--- config.mk ---
export PLATFORM = sky130hd
export DESIGN_NAME = rail_supervisor
export DESIGN_NICKNAME = d
export VERILOG_FILES = /design/src/rtl/rs_pkg.sv /design/src/rtl/rs_rail_ctl.sv /design/src/rtl/rs_pg_stretch.sv /design/src/rtl/rail_supervisor.sv
export SDC_FILE = /design/constraint.sdc
export NUM_CORES = 1
export LEC_CHECK = 0
export ABC_AREA = 1
export BUFFER_PORTS_ARGS = -buffer_cell sky130_fd_sc_hd__clkbuf_2
export CORE_MARGIN = 2
export CORE_UTILIZATION = 45
export DETAILED_ROUTE_END_ITERATION = 6
export PLACE_DENSITY = 0.7
export SYNTH_ARGS = -nofsm -noshare
export SYNTH_HDL_FRONTEND = slang
export SYNTH_SLANG_ARGS = --single-unit
--- constraint.sdc ---
create_clock -name clk -period 2.53 [get_ports clk]
set_clock_uncertainty 0.1 [all_clocks]
set_input_delay 0.3795 -clock clk [delete_from_list [all_inputs] [get_ports clk]]
set_output_delay 0.3795 -clock clk [all_outputs]
set_load 0.02 [all_outputs]
--- src/rtl/rs_pkg.sv ---
package rs_pkg;

    localparam int NUM_RAILS = 5;
    localparam int NUM_MAIN  = 2;

    typedef enum logic [2:0] {
        RAIL_AON5  = 3'd0,
        RAIL_AON3  = 3'd1,
        RAIL_MAIN5 = 3'd2,
        RAIL_MAIN3 = 3'd3,
        RAIL_BOOST = 3'd4
    } rail_e;

    typedef struct packed {
        logic qualified;
        logic latched_off;
    } sup_state_t;

    // undervoltage arming mask: main rails armed by their own soft start,
    // boost armed together with the 5 V main rail
    function automatic logic [NUM_RAILS-1:0] uv_arm_mask(input logic [NUM_MAIN-1:0] armed);
        logic [NUM_RAILS-1:0] m;
        m = '0;
        m[RAIL_MAIN5] = armed[0];
        m[RAIL_MAIN3] = armed[1];
        m[RAIL_BOOST] = armed[0];
        return m;
    endfunction

endpackage

--- src/rtl/rs_rail_ctl.sv ---
module rs_rail_ctl #(
    parameter int SS_LEN = 16,
    parameter int OC_WIN = 8
) (
    input  logic clk,
    input  logic rst,
    input  logic sup_ok,
    input  logic rail_on,
    input  logic oc_in,
    output logic ss_done,
    output logic trip
);
    localparam int SSW = $clog2(SS_LEN + 1);
    localparam int OCW = $clog2(OC_WIN + 1);
    localparam logic [SSW-1:0] SS_TOP = SSW'(SS_LEN);
    localparam logic [OCW-1:0] OC_TOP = OCW'(OC_WIN);

    logic [SSW-1:0] ss_cnt;
    logic [OCW-1:0] oc_cnt;
    logic           trip_q;

    always_ff @(posedge clk) begin
        if (rst) begin
            ss_cnt <= '0;
            oc_cnt <= '0;
            trip_q <= 1'b0;
        end else begin
            if (!rail_on)              ss_cnt <= '0;
            else if (ss_cnt != SS_TOP) ss_cnt <= ss_cnt + 1'b1;

            if (!rail_on)              oc_cnt <= '0;
            else if (oc_cnt == '0)     oc_cnt <= oc_in ? OCW'(1) : '0;
            else if (oc_cnt == OC_TOP) oc_cnt <= '0;
            else                       oc_cnt <= oc_cnt + 1'b1;

            if (!sup_ok)                                    trip_q <= 1'b0;
            else if (rail_on && oc_cnt == OC_TOP && oc_in)  trip_q <= 1'b1;
        end
    end

    assign ss_done = (ss_cnt == SS_TOP);
    assign trip    = trip_q;


    oc_window_bound_chk: assert property (@(posedge clk) disable iff (rst)
        oc_cnt <= OC_TOP);

    oc_trip_cause_chk: assert property (@(posedge clk) disable iff (rst)
        $rose(trip_q) |-> ($past(oc_in) && $past(rail_on)));

    ss_restart_chk: assert property (@(posedge clk) disable iff (rst)
        $rose(rail_on) |-> (ss_cnt == '0));

    trip_hold_chk: assert property (@(posedge clk) disable iff (rst)
        (trip_q && sup_ok) |=> trip_q);

endmodule

--- src/rtl/rs_pg_stretch.sv ---
module rs_pg_stretch #(
    parameter int PG_MIN = 4
) (
    input  logic clk,
    input  logic rst,
    input  logic good,
    output logic pg_n
);
    localparam int PW = (PG_MIN < 2) ? 1 : $clog2(PG_MIN + 1);
    localparam logic [PW-1:0] HOLD = PW'(PG_MIN - 1);

    logic [PW-1:0] hold_cnt;
    logic          pg_q;

    always_ff @(posedge clk) begin
        if (rst) begin
            hold_cnt <= '0;
            pg_q     <= 1'b0;
        end else if (!good) begin
            hold_cnt <= HOLD;
            pg_q     <= 1'b0;
        end else if (hold_cnt != '0) begin
            hold_cnt <= hold_cnt - 1'b1;
        end else begin
            pg_q <= 1'b1;
        end
    end

    assign pg_n = pg_q;


    pg_rise_gap_chk: assert property (@(posedge clk) disable iff (rst)
        $rose(pg_q) |-> ($past(good) && $past(hold_cnt) == '0));

    pg_drop_load_chk: assert property (@(posedge clk) disable iff (rst)
        !good |=> (!pg_q && hold_cnt == HOLD));

endmodule

--- src/rtl/rail_supervisor.sv ---
module rail_supervisor
    import rs_pkg::*;
#(
    parameter int SS_LEN = 16,
    parameter int OC_WIN = 8,
    parameter int PG_MIN = 4
) (
    input  logic       clk,
    input  logic       rst,
    input  logic       en_all,
    input  logic       en_5v,
    input  logic       en_3v,
    input  logic       sup_above_rise,
    input  logic       sup_above_fall,
    input  logic       temp_hot,
    input  logic [4:0] ov_flag,
    input  logic [4:0] uv_flag,
    input  logic [4:0] win_flag,
    input  logic [1:0] oc_flag,
    output logic [1:0] aon_en,
    output logic [1:0] main_en,
    output logic       boost_en,
    output logic       pwr_good_n
);
    sup_state_t           st_q;
    logic                 run;
    logic [NUM_MAIN-1:0]  pin_en, men, ss_done, trip, armed;
    logic [NUM_RAILS-1:0] uv_live;
    logic                 fault_set, good;

    assign pin_en = {en_3v, en_5v};
    assign run    = st_q.qualified & en_all & ~st_q.latched_off;

    for (genvar g = 0; g < NUM_MAIN; g++) begin : g_main
        assign men[g]   = run & pin_en[g] & ~trip[g];
        assign armed[g] = men[g] & ss_done[g];
        rs_rail_ctl #(.SS_LEN(SS_LEN), .OC_WIN(OC_WIN)) u_rail (
            .clk     (clk),
            .rst     (rst),
            .sup_ok  (st_q.qualified),
            .rail_on (men[g]),
            .oc_in   (oc_flag[g]),
            .ss_done (ss_done[g]),
            .trip    (trip[g])
        );
    end

    assign uv_live   = uv_flag & uv_arm_mask(armed);
    assign fault_set = st_q.qualified & ((|ov_flag) | temp_hot | (|uv_live));

    always_ff @(posedge clk) begin
        if (rst) begin
            st_q <= '0;
        end else begin
            if (!sup_above_fall)                  st_q.qualified <= 1'b0;
            else if (sup_above_rise && !temp_hot) st_q.qualified <= 1'b1;

            if (!st_q.qualified) st_q.latched_off <= 1'b0;
            else if (fault_set)  st_q.latched_off <= 1'b1;
        end
    end

    assign good = run & (&men) & (&ss_done) & (&win_flag);

    rs_pg_stretch #(.PG_MIN(PG_MIN)) u_pg (
        .clk  (clk),
        .rst  (rst),
        .good (good),
        .pg_n (pwr_good_n)
    );

    assign aon_en   = {2{run}};
    assign main_en  = men;
    assign boost_en = men[0];


    ov_shutdown_chk: assert property (@(posedge clk) disable iff (rst)
        (st_q.qualified && (|ov_flag)) |=> (aon_en == 2'b00 && main_en == 2'b00 && !boost_en));

    fault_hold_chk: assert property (@(posedge clk) disable iff (rst)
        (st_q.latched_off && st_q.qualified) |=> st_q.latched_off);

    pg_after_ss_chk: assert property (@(posedge clk) disable iff (rst)
        $rose(pwr_good_n) |-> $past(&ss_done));

    sup_drop_chk: assert property (@(posedge clk) disable iff (rst)
        !sup_above_fall |=> (aon_en == 2'b00));

endmodule

After elaboration in Yosys (flattened, before gate mapping)
Cells that the tools add are included.
Word-level totals
  register bits after elaboration: 26
  output and inout bits: 6
  word-level logic and storage cells: 73
  bits of input ports: 25
Operators by class
  add/sub/neg operators: 5
  eq/ne operators: 7
  reduce and logical (&&, ||, !) cells: 19
  multiplexer cells: 8
  bitwise operators: 23
Operators with widths (count)
  4-bit two-way mux: 4
  1-bit AND: 12
  5-bit by 1-bit adder with 5-bit output, second input constant: 2
  5-bit == test, second input constant: 2
  5-bit inequality test, second input constant: 2
  2-bit OR reduction: 5
  5-bit OR reduction: 2
  4-bit by 1-bit adder with 4-bit output, second input constant: 2
  4-bit == test, second input constant: 2
  4-bit zero test: 2
  1-bit NOT: 8
  5-bit AND: 1
  1-bit logical AND: 5
  5-bit AND reduction: 1
  2-bit two-way mux: 2
  2-bit AND reduction: 2
  3-bit nonzero test: 1
  3-bit by 1-bit subtractor with 3-bit output, second input constant: 1
  1-bit two-way mux: 2
  2-bit inequality test, second input constant: 1
  1-bit bitwise OR: 2
  1-bit zero test: 1

Logic depth before layout (Yosys ltp)
Gate-level depths: netlist of run 1.
  depth after elaboration: 10
  depth in mapped cells: 9
  depth with buffers taken out: 9

Hierarchy
From an unflattened synthesis of run 1, not the netlist that was laid out.
Unflattened totals
  cell total of the unflattened synthesis: 208
  area, all modules: 1441.4 um2
By module, submodules not included
  rs_rail_ctl: seq. area each 200.2 um2, cells an instance 72, instances 2, area an instance 503.0 um2
  rail_supervisor: seq. area each 40.0 um2, cells an instance 38, instances 1, area an instance 229.0 um2
  rs_pg_stretch: seq. area each 80.1 um2, cells an instance 26, instances 1, area an instance 206.4 um2

Worst setup path before layout of run 1
No wires, ideal clock.
  kind: input -> output
  start: in en_all
  end: out main_en[0]
  arrival time: 0.977 ns
  data required time: 2.051 ns
  path buffers: 1
  stages on the path: 3
  slack: 1.073 ns
  path through: nand3_1 > nor2_2 > buf_4
On the way
  word-level cells in the longest chain between the ends: 4
Ends and longest elaborated chain
  from (decl): RTL line rail_supervisor.sv:10  | input logic en_all,
  1-bit AND (2 in a row): RTL line rail_supervisor.sv:32  | assign run = st_q.qualified & en_all & ~st_q.latched_off;
  1-bit AND (2 in a row): RTL line rail_supervisor.sv:35  | assign men[g] = run & pin_en[g] & ~trip[g];
  to (decl): RTL line rail_supervisor.sv:21  | output logic [1:0] main_en,
Every way passes these cells.

Final worst setup path of run 1
  start: reg st_q[1] (netlist name)
  end: out boost_en
On the way
  word-level cells in the longest chain between the ends: 4
Ends and longest elaborated chain
  from (decl): RTL line rail_supervisor.sv:25  | sup_state_t st_q;
  1-bit AND (2 in a row): RTL line rail_supervisor.sv:32
  1-bit AND (2 in a row): RTL line rail_supervisor.sv:35
  to (decl): RTL line rail_supervisor.sv:22  | output logic boost_en,
Every way passes these cells.

==> results of run 1 <==
[worst min-delay path: stages]
cell                       delay, ns
sky130_fd_sc_hd__clkbuf_2       0.08
sky130_fd_sc_hd__nand2_1        0.06
sky130_fd_sc_hd__nor2_1         0.05
[cell usage in the layout, fill, tap and decap left out, drive strengths merged, types with 3 or more instances in the layout]
cell,count
or2,3
a21oi,9
nand2,27
ha,10
o21ai,3
xnor2,3
nor3,3
nor2,35
clkbuf,31
dfxtp,26
inv,30
nand3,14
xor2,6
nand4,3
[cell families (layout without fill, tap and decap cells)]
family	count (synthesis)	count (layout)	share of synthesized area
AO/OA/AOI/OAI	13	13	0.0506
flip-flops	26	26	0.390
adder cells (fa/ha/maj)	10	10	0.0936
AND/OR/NAND/NOR	86	86	0.297
XOR/XNOR	9	9	0.0590
buffers and inverters	35	62	0.110
[metal layers]
layer | GRT usage | wire length [um]
met1 | 0.188 | 1040
met5 | 0 | 0
met3 | 0.0308 | 94
met4 | 0.0598 | 36
met2 | 0.305 | 1210
[worst max path at each step]
stage                                                  from                       endpoint  slack [ns]  depth (start not counted)
floorplan                                            en_all                     main_en[0]        1.07                          3
global placement    g_main[0].u_rail.ss_cnt[0]$_SDFFE_PP0P_  u_pg.hold_cnt[0]$_SDFFE_PP0P_         1.0                          9
detailed placement  g_main[0].u_rail.ss_cnt[0]$_SDFFE_PP0P_  u_pg.hold_cnt[2]$_SDFFE_PP0P_        0.93                          8
CTS                                    st_q[1]$_SDFFE_PP0P_                       boost_en        0.71                          3
global route                           st_q[1]$_SDFFE_PP0P_                     main_en[0]        0.60                          3
finish                                 st_q[1]$_SDFFE_PP0P_                       boost_en        0.75                          3
[final cells by class]
class	instances	area (um2)	share of cell area
multi-input cells	118	668	0.443
flip-flops and latches	26	520	0.345
repair buffers	28	140	0.0929
well taps	31	38.8	0.0257
clock buffers	3	22.5	0.0149
inverters	31	118	0.0780
[sequential cells by signal, indices dropped and copies added (netlist names)]
name	flops
g_main.u_rail.ss_cnt	10
g_main.u_rail.trip	2
u_pg.hold_cnt	3
st_q	2
g_main.u_rail.oc_cnt	8
u_pg.pg_n	1
[synth_stat cells (all sizes together)]
| cell type | count |
|---|---|
| nor2 | 35 |
| inv | 30 |
| nand2 | 27 |
| dfxtp | 26 |
| nand3 | 14 |
| ha | 10 |
| a21oi | 9 |
| xor2 | 6 |
| buf | 4 |
| nand4 | 3 |
| nor3 | 3 |
| o21ai | 3 |
| or2 | 3 |
| xnor2 | 3 |
| a22oi | 1 |
| clkinv | 1 |
| nor4 | 1 |
[where the power goes]
group	total [mW]	internal, mW	switching, mW
registers	0.414	0.412	0.00200
clock network	0.169	0.0557	0.113
logic	0.0456	0.0222	0.0234
total	0.629	0.490	0.139
[through the flow]
stage                     area [um2]   util  hold slack [ns]
after floorplan                 1340      -            0.335
after global placement          1490  0.534            0.344
after detailed placement        1490  0.534            0.348
after CTS                       1510  0.542            0.174
after global routing            1510  0.542            0.167
final                           1510  0.542            0.177
==> results by stage, run 1 <==
Run status:
- The run finished with clean final reports.

Logic synthesis:
- The synthesized net count is 214.
- In this run, synthesis produced a sequential element count of 26.
- After synthesis, the netlist uses 23 different library cells.
- Of all cell types, the one taking the most synthesized area is sky130_fd_sc_hd__dfxtp_1.
- Summing every instance area after synthesis gives 0.00134 mm2.
- Of the post-synthesis cell area, the dominant cell type holds 0.390.
- The average instance in the mapped netlist occupies 7.47 um2.
- For this run, the register share of the synthesized area comes to 0.390.
- By area the synthesized netlist is led by sky130_fd_sc_hd__dfxtp_1 39%, sky130_fd_sc_hd__ha_1 9.4%, sky130_fd_sc_hd__inv_1 8.4%.
- After technology mapping, the gate count stands at 179.
- The count of warnings emitted by yosys is 0.

GRT:
- Entering global routing, the biggest net connects 14 pins.
- The initial antenna violation count came to 0.
- The global routing usage summed across all routing layers is 0.166.
- The number of global-route vias before repair is 1089.
- For this run the aggregate overflow at the end of global routing stands at 0.
- The first global-routing pass estimated 4410 um of wire.

Placed design:
- Routability-driven placement finished with a final weighted congestion of 0.718.
- The half-perimeter wire length after detailed placement is 1950 um.
- The total instance count after detailed placement is 234.
- OpenSTA, run right after detailed placement, puts the worst setup slack at 0.927 ns.
- Buffers placed on the I/O ports in this run total 28.

Run:
- The tool flagged a number of max-cap violations equal to 0.

STA:
- The post-route setup TNS is 0 ns.
- The achievable frequency is 0.560 GHz.
- The relative slew slack is 0.733.
- The number of hold-slack violations in the final timing report came to 0.
- Dividing the final minimum period by the clock period gives 0.705.
- For the pin with the worst max-slew slack, the measured transition is 0.400 ns.
- The final setup slack of the worst path is 0.745 ns.
- Setup repair after global routing left no endpoint under its margin.
- Setup violations remaining at the end of the flow were counted as 0.
- The number of pins exceeding their max-slew limit in the final report came to 0.
- The smallest clock period supported by the final layout is computed as 1.78 ns.

Setup path:
- STA puts the critical path data required time at 2.05 ns.
- The critical path is of the reg -> out type.
- STA puts the critical path data arrival time at 1.31 ns.
- The depth of the worst register-to-register path is 8.
- Walking the worst path, the cells encountered are nand3_1 > nor2_2 > clkbuf_2.
- The cell family contributing the most delay on the critical path is flip-flops.
- The delay of the slowest cell on the worst path is 0.42 ns.
- The worst setup path is captured at an output port.
- STA classifies the critical path startpoint as a register.
- The minimum setup slack among reg-to-reg paths is 0.90 ns.
- The slowest stage of the critical path is the sky130_fd_sc_hd__dfxtp_1 cell.
- The launching point of the worst reg2reg path is g_main[0].u_rail.ss_cnt[0]$_SDFFE_PP0P_.
- The endpoint of the worst register-to-register path is u_pg.hold_cnt[2]$_SDFFE_PP0P_.
- The highest net fanout along the worst path is 7.
- The count of buffering cells on the critical path with inverters included is 1.

Clocking:
- CTS built an H-tree with a depth of 1.
- The number of buffers added for setup after CTS is 0.
- Hold repair after CTS inserted 0 buffers.
- TritonCTS built the clock tree.
- The clock latency of the later-clocked register in the worst-skew pair is 0.31 ns.
- After clock tree synthesis, the clock-pin slew on the worst setup and hold paths is 0.13 ns.
- The tree is rooted in a sky130_fd_sc_hd__clkbuf_4.
- The number of clock sinks is 26.
- Counting along the longest clock path gives a buffer depth of 2.
- The number of cells upsized or downsized after cts is 0.
- TritonCTS created 3 clock buffers.

Cells and area:
- The share of final-layout standard cells stronger than drive strength 1 is 0.209.
- The area growth from synthesis to layout is 12.8%.
- The non-filler instance count after layout is 237.
- The filler cells instantiated in the layout total 275.
- The number of antenna cells inserted is 0.
- The net count of the finished layout is 243.

Worst hold path:
- The destination of the worst hold path is st_q[1]$_SDFFE_PP0P_.
- The worst hold path passes through 3 cells.
- The worst hold path begins at sup_above_fall.
- The min-delay analysis places its worst path in the category in -> reg.

Routing:
- The total iterations of the first detailed-routing run is 4.
- The wire length per cell after detailed routing is 10.0 um.
- In the routed design, unresolved DRC markers number 0.
- The violation count after the first detailed-routing iteration is 17.
- The number of routed nets with antenna violations is 0.
- The mean number of vias per cell is 4.73.
- The routed layout has 1121 vias.
- The total detailed-routing wirelength is 2380 um.

Die:
- The initialized floorplan defines 19 standard-cell rows.
- The initial utilization of the core area, before any placement, comes to 0.480.
- The total core area is 0.00278 mm2.
- In this run the vertical extent of the chip is 58.5 um.
- From left edge to right edge, the die measures 58.5 um.
- Pin placement for this block handled 31 I/O pins.
- The die area is 0.00342 mm2.

Pwr:
- The power density over the cells is 417 mW/mm2.
- The peak ir drop on the vdd network is 278 uV.
- Total power for the finished layout comes to 0.629 mW.
- The reported leakage power is 0.689 nW.
(Power assumes the default switching activity.)
==> inputs of run 2 (changes only) <==
--- a/config.mk
+++ b/config.mk
@@ -5,7 +5,7 @@
 export SDC_FILE = /design/constraint.sdc
 export NUM_CORES = 1
 export LEC_CHECK = 0
-export ABC_AREA = 1
+export ABC_AREA = 0
 export BUFFER_PORTS_ARGS = -buffer_cell sky130_fd_sc_hd__clkbuf_2
 export CORE_MARGIN = 2
 export CORE_UTILIZATION = 45
==> constraint.sdc (replaced) <==
create_clock -name clk -period 1.8 [get_ports clk]
set_clock_uncertainty 0.1 [all_clocks]
set_input_delay 0.27 -clock clk [delete_from_list [all_inputs] [get_ports clk]]
set_output_delay 0.27 -clock clk [all_outputs]
set_load 0.02 [all_outputs]
==> run 2 against run 1 <==
  * Global-route usage is 0.68 points lower
  * Worst hold slack worse by 0.11 ns
  * Cell count is 13% lower
  * Largest cell class unchanged
  * Critical path depth is 1 higher
  * Combinational power is 40% higher
==> results by stage, run 2 <==
Logic synthesis:
- After synthesis, the largest family of logic cells by area is simple AND/OR/NAND/NOR gates.
- The flip-flop and latch count after synthesis is 26.
- The most instantiated library cell after synthesis is sky130_fd_sc_hd__dfxtp_1.
- The count of warnings emitted by yosys is 0.
- The number of flops mapped to enable cells by yosys is 0.
- The post-synthesis simple-gate area fraction is 0.263.
- The average instance area after synthesis is 9.06 um2.
- Sorting the synthesized cells by area gives the leading types as sky130_fd_sc_hd__dfxtp_1 39%, sky130_fd_sc_hd__ha_1 9.4%, sky130_fd_sc_hd__nor2_1 5.1%.
- Of the total synthesized cell area, the portion taken by XOR and XNOR cells is 0.0592.
- The fraction of the mapped netlist area in adder cells is 0.0939.
- By count the netlist is led by 26 x sky130_fd_sc_hd__dfxtp_1, 18 x sky130_fd_sc_hd__nor2_1, 14 x sky130_fd_sc_hd__inv_1.
- In the synthesized netlist the dominant register cell turns out to be sky130_fd_sc_hd__dfxtp_1.
- The share of the Yosys chip area taken by registers is 0.391.
- The share of synthesized flip-flops with an asynchronous set or reset is 0.
- The area share of the largest cell type after synthesis is 0.391.
- sky130_fd_sc_hd__dfxtp_1 takes more of the synthesized area than any other cell.
- After synthesis the cells add up to 0.00133 mm2.
- The synthesized-area fraction occupied by ao, oa, aoi and oai cells came to 0.0582.
- The share of synthesized area spent on multiplexers is 0.0535.
- The number of nets handed over by synthesis was 182.
- The number of standard cells after synthesis is 147.
- The number of library cell types mapped by synthesis is 38.

Setup path:
- The arrival time at the worst endpoint is 1.34 ns.
- Counting cells, the worst reg-to-reg path comes to 6.
- The highest net fanout along the worst path is 4.
- In this run the worst setup path begins at st_q[0]$_SDFFE_PP0P_.
- Walking the worst path, the cells encountered are nand3b_1 > inv_2 > and2_1 > buf_2.
- The element type at the critical path start is a register.
- The required time at the worst-slack endpoint is 1.43 ns.
- For this run, the slowest stage of the critical path takes 0.34 ns.
- The worst setup path is captured at an output port.
- The launching point of the worst reg2reg path is g_main[1].u_rail.ss_cnt[0]$_SDFFE_PP0P_.
- The setup path with the least slack is of type reg -> out.
- The cell at the slowest stage of the critical path is sky130_fd_sc_hd__dfxtp_1.

GRT:
- The global routing usage summed across all routing layers is 0.159.
- For this run the aggregate overflow at the end of global routing stands at 0.
- Entering global routing, the biggest net connects 15 pins.
- The first-pass GRT wire length is 4200 um.
- The number of global-route vias before repair is 1039.
- The initial antenna violation count is 0.

Cells and area:
- The share of final-layout standard cells stronger than drive strength 1 is 0.257.
- The non-filler instance count after layout is 206.
- Leaving out fill and tap cells, the most frequent cell in the layout is sky130_fd_sc_hd__clkbuf_2.
- The largest registers in the layout are g_main.u_rail.ss_cnt x10, g_main.u_rail.oc_cnt x8, u_pg.hold_cnt x3.
- At the end of the flow, the number of nets in the layout was 211.
- The library cells used most frequently in the layout, excluding fill and tap cells, are 27 x sky130_fd_sc_hd__clkbuf_2, 25 x sky130_fd_sc_hd__dfxtp_1, 18 x sky130_fd_sc_hd__nor2_1, 13 x sky130_fd_sc_hd__inv_1, 10 x sky130_fd_sc_hd__ha_1.
- After routing the design area is 0.00154 mm2.
- The register with the most flip-flops is g_main.u_rail.ss_cnt.
- The register with the most flip-flops in the layout has 10 of them.
- The number of antenna cells inserted is 0.
- Compared with the post-synthesis result, the final layout area differs by 15.2%.

Die:
- Measured along the x axis, the die boundary spans 58.4 um.
- The die outline height is 58.4 um.
- The initial core utilization is 0.479.
- During I/O placement, the number of pins put on the boundary was 31.
- The total core area is 0.00278 mm2.
- The floorplan row count is 19.
- The die area is 0.00341 mm2.

STA:
- In the final timing run, aggregate negative setup slack is 0 ns.
- For the finished layout, the period the worst path requires is 1.71 ns.
- For the pin with the worst max-slew slack, the measured transition is 0.455 ns.
- The number of hold-slack violations in the final timing report is 0.
- The share of the clock period used by the worst path after layout is 0.947.
- The number of failing setup endpoints in the final timing report is 0.
- In this run the tightest slew margin relative to its limit is 0.696.
- The number of pins exceeding their max-slew limit in the final report came to 0.
- Setup repair after global routing left no endpoint under its margin.
- The achievable frequency is 0.586 GHz.
- The worst hold slack after final layout is 0.0655 ns.

Placed design:
- The number of input and output port buffers inserted is 28.
- Once detailed placement completed, the half-perimeter wirelength came to 1920 um.
- The area of placed instances is 0.00148 mm2.
- After detailed placement, the design holds a cell count of 201.
- The routability-driven placement congestion ratio is 0.744.

Routing:
- The total iterations of the first detailed-routing run is 4.
- Once detail routing completed, the nets flagged for antenna violations numbered 0.
- After detailed routing, the total wire length is 2420 um.
- In the routed layout, each cell is associated on average with a via count of 5.15.
- The violation count after the first detailed-routing iteration is 25.
- Dividing the detail-routed wire length by the instance count gives 11.7 um.
- The routed layout has 1061 vias.
- For this run, design rule violations remaining after detail routing come to 0.

Run:
- The max-cap check violation count is 0.

Clocking:
- Buffers inserted to repair hold after CTS numbered 0.
- The CTS tree is done.
- Clock-pin slew was measured on the worst setup and hold paths at 0.14 ns.
- The root buffer cell chosen for the clock tree is sky130_fd_sc_hd__clkbuf_4.
- The total clock buffers created by CTS is 3.
- The clock tree buffer depth is 2.
- The tree built by TritonCTS fans out to 26 sinks.
- The number of H-tree levels is 1.
- The clock latency of the later-clocked register in the worst-skew pair is 0.32 ns.

Pwr:
- In this run the power density over the cells is 613 mW/mm2.
- VDD sags by at most 425 uV.
- The analysis attributes to cell leakage a power of 0.661 nW.

Worst hold path:
- The worst hold path startpoint is sup_above_fall.
- The worst min-delay path class is in -> reg.
- The count of cells along the worst hold path is 2.

Run status:
- The run finished with clean final reports.
-- run 2: changes by cell type in the layout (fill, tap and decap cells not counted), sizes merged, moves of 5 or more --
cell / change
nor2: -17
nand3: -8
nand2: -24
inv: -16
buf: +5
mux2i: +6
-- run 2: critical path: cells and delay by family (launching register included) --
kind	cells	cell delay, ns
buf+inv	2	0.29
flops	1	0.34
simple gates	2	0.39
-- run 2: metal layers --
metal	GRT usage	part of all wire
met3	0.0264	0.045
met1	0.182	0.46
met4	0.0698	0.011
met5	0	0
met2	0.287	0.48
-- run 2: power breakdown --
part / leakage [nW] / switching, mW / internal, mW / total, mW
Clock: 0.0210 / 0.172 / 0.124 / 0.295
Combinational: 0.429 / 0.0286 / 0.0351 / 0.0638
Sequential: 0.211 / 0.00252 / 0.580 / 0.582
Total: 0.661 / 0.203 / 0.739 / 0.942
-- run 2: repair_timing --
item,4_1_cts,5_1_grt
setup endpoints to repair,0,4
gates resized for setup,0,5
buffers inserted,0,1
-- run 2: cell type report --
class / instances / area [um2]
multi-input cells: 99 / 716
repair buffers: 32 / 170
flip-flops and latches: 26 / 522
fillers: 267 / 1250
inverters: 14 / 52.6
well taps: 31 / 38.8
clock buffers: 4 / 36.3
-- run 2: path summary, 6_finish.rpt --
check,slack [ns],to
worst max-delay path,0.09,main_en[1]
worst min-delay path,0.07,st_q[1]$_SDFFE_PP0P_
worst max register to register,0.15,g_main[1].u_rail.ss_cnt[1]$_SDFFE_PP0P_
worst min register to register,0.37,g_main[0].u_rail.trip$_SDFFE_PP0P_
-- run 2: per-stage QoR --
step            util  total power, mW  setup slack [ns]
6_report       0.552            0.942            0.0945
5_1_grt        0.552            0.984           0.00319
4_1_cts        0.544            0.954          0.000799
3_5_place_dp   0.531            0.658            0.0488
3_3_place_gp   0.531            0.656             0.141
2_1_floorplan      -            0.627             0.317
-- run 2: logic make-up (layout without fill, tap and decap cells) --
| kind of cell | Yosys count | after routing |
|---|---|---|
| and+or+nand+nor | 60 | 60 |
| AOI/OAI and AO/OA | 13 | 13 |
| muxes | 7 | 7 |
| xor gates and xnor gates | 9 | 9 |
| DFF | 26 | 26 |
| adders and majority gates | 10 | 10 |
| buffers and inverters | 22 | 50 |
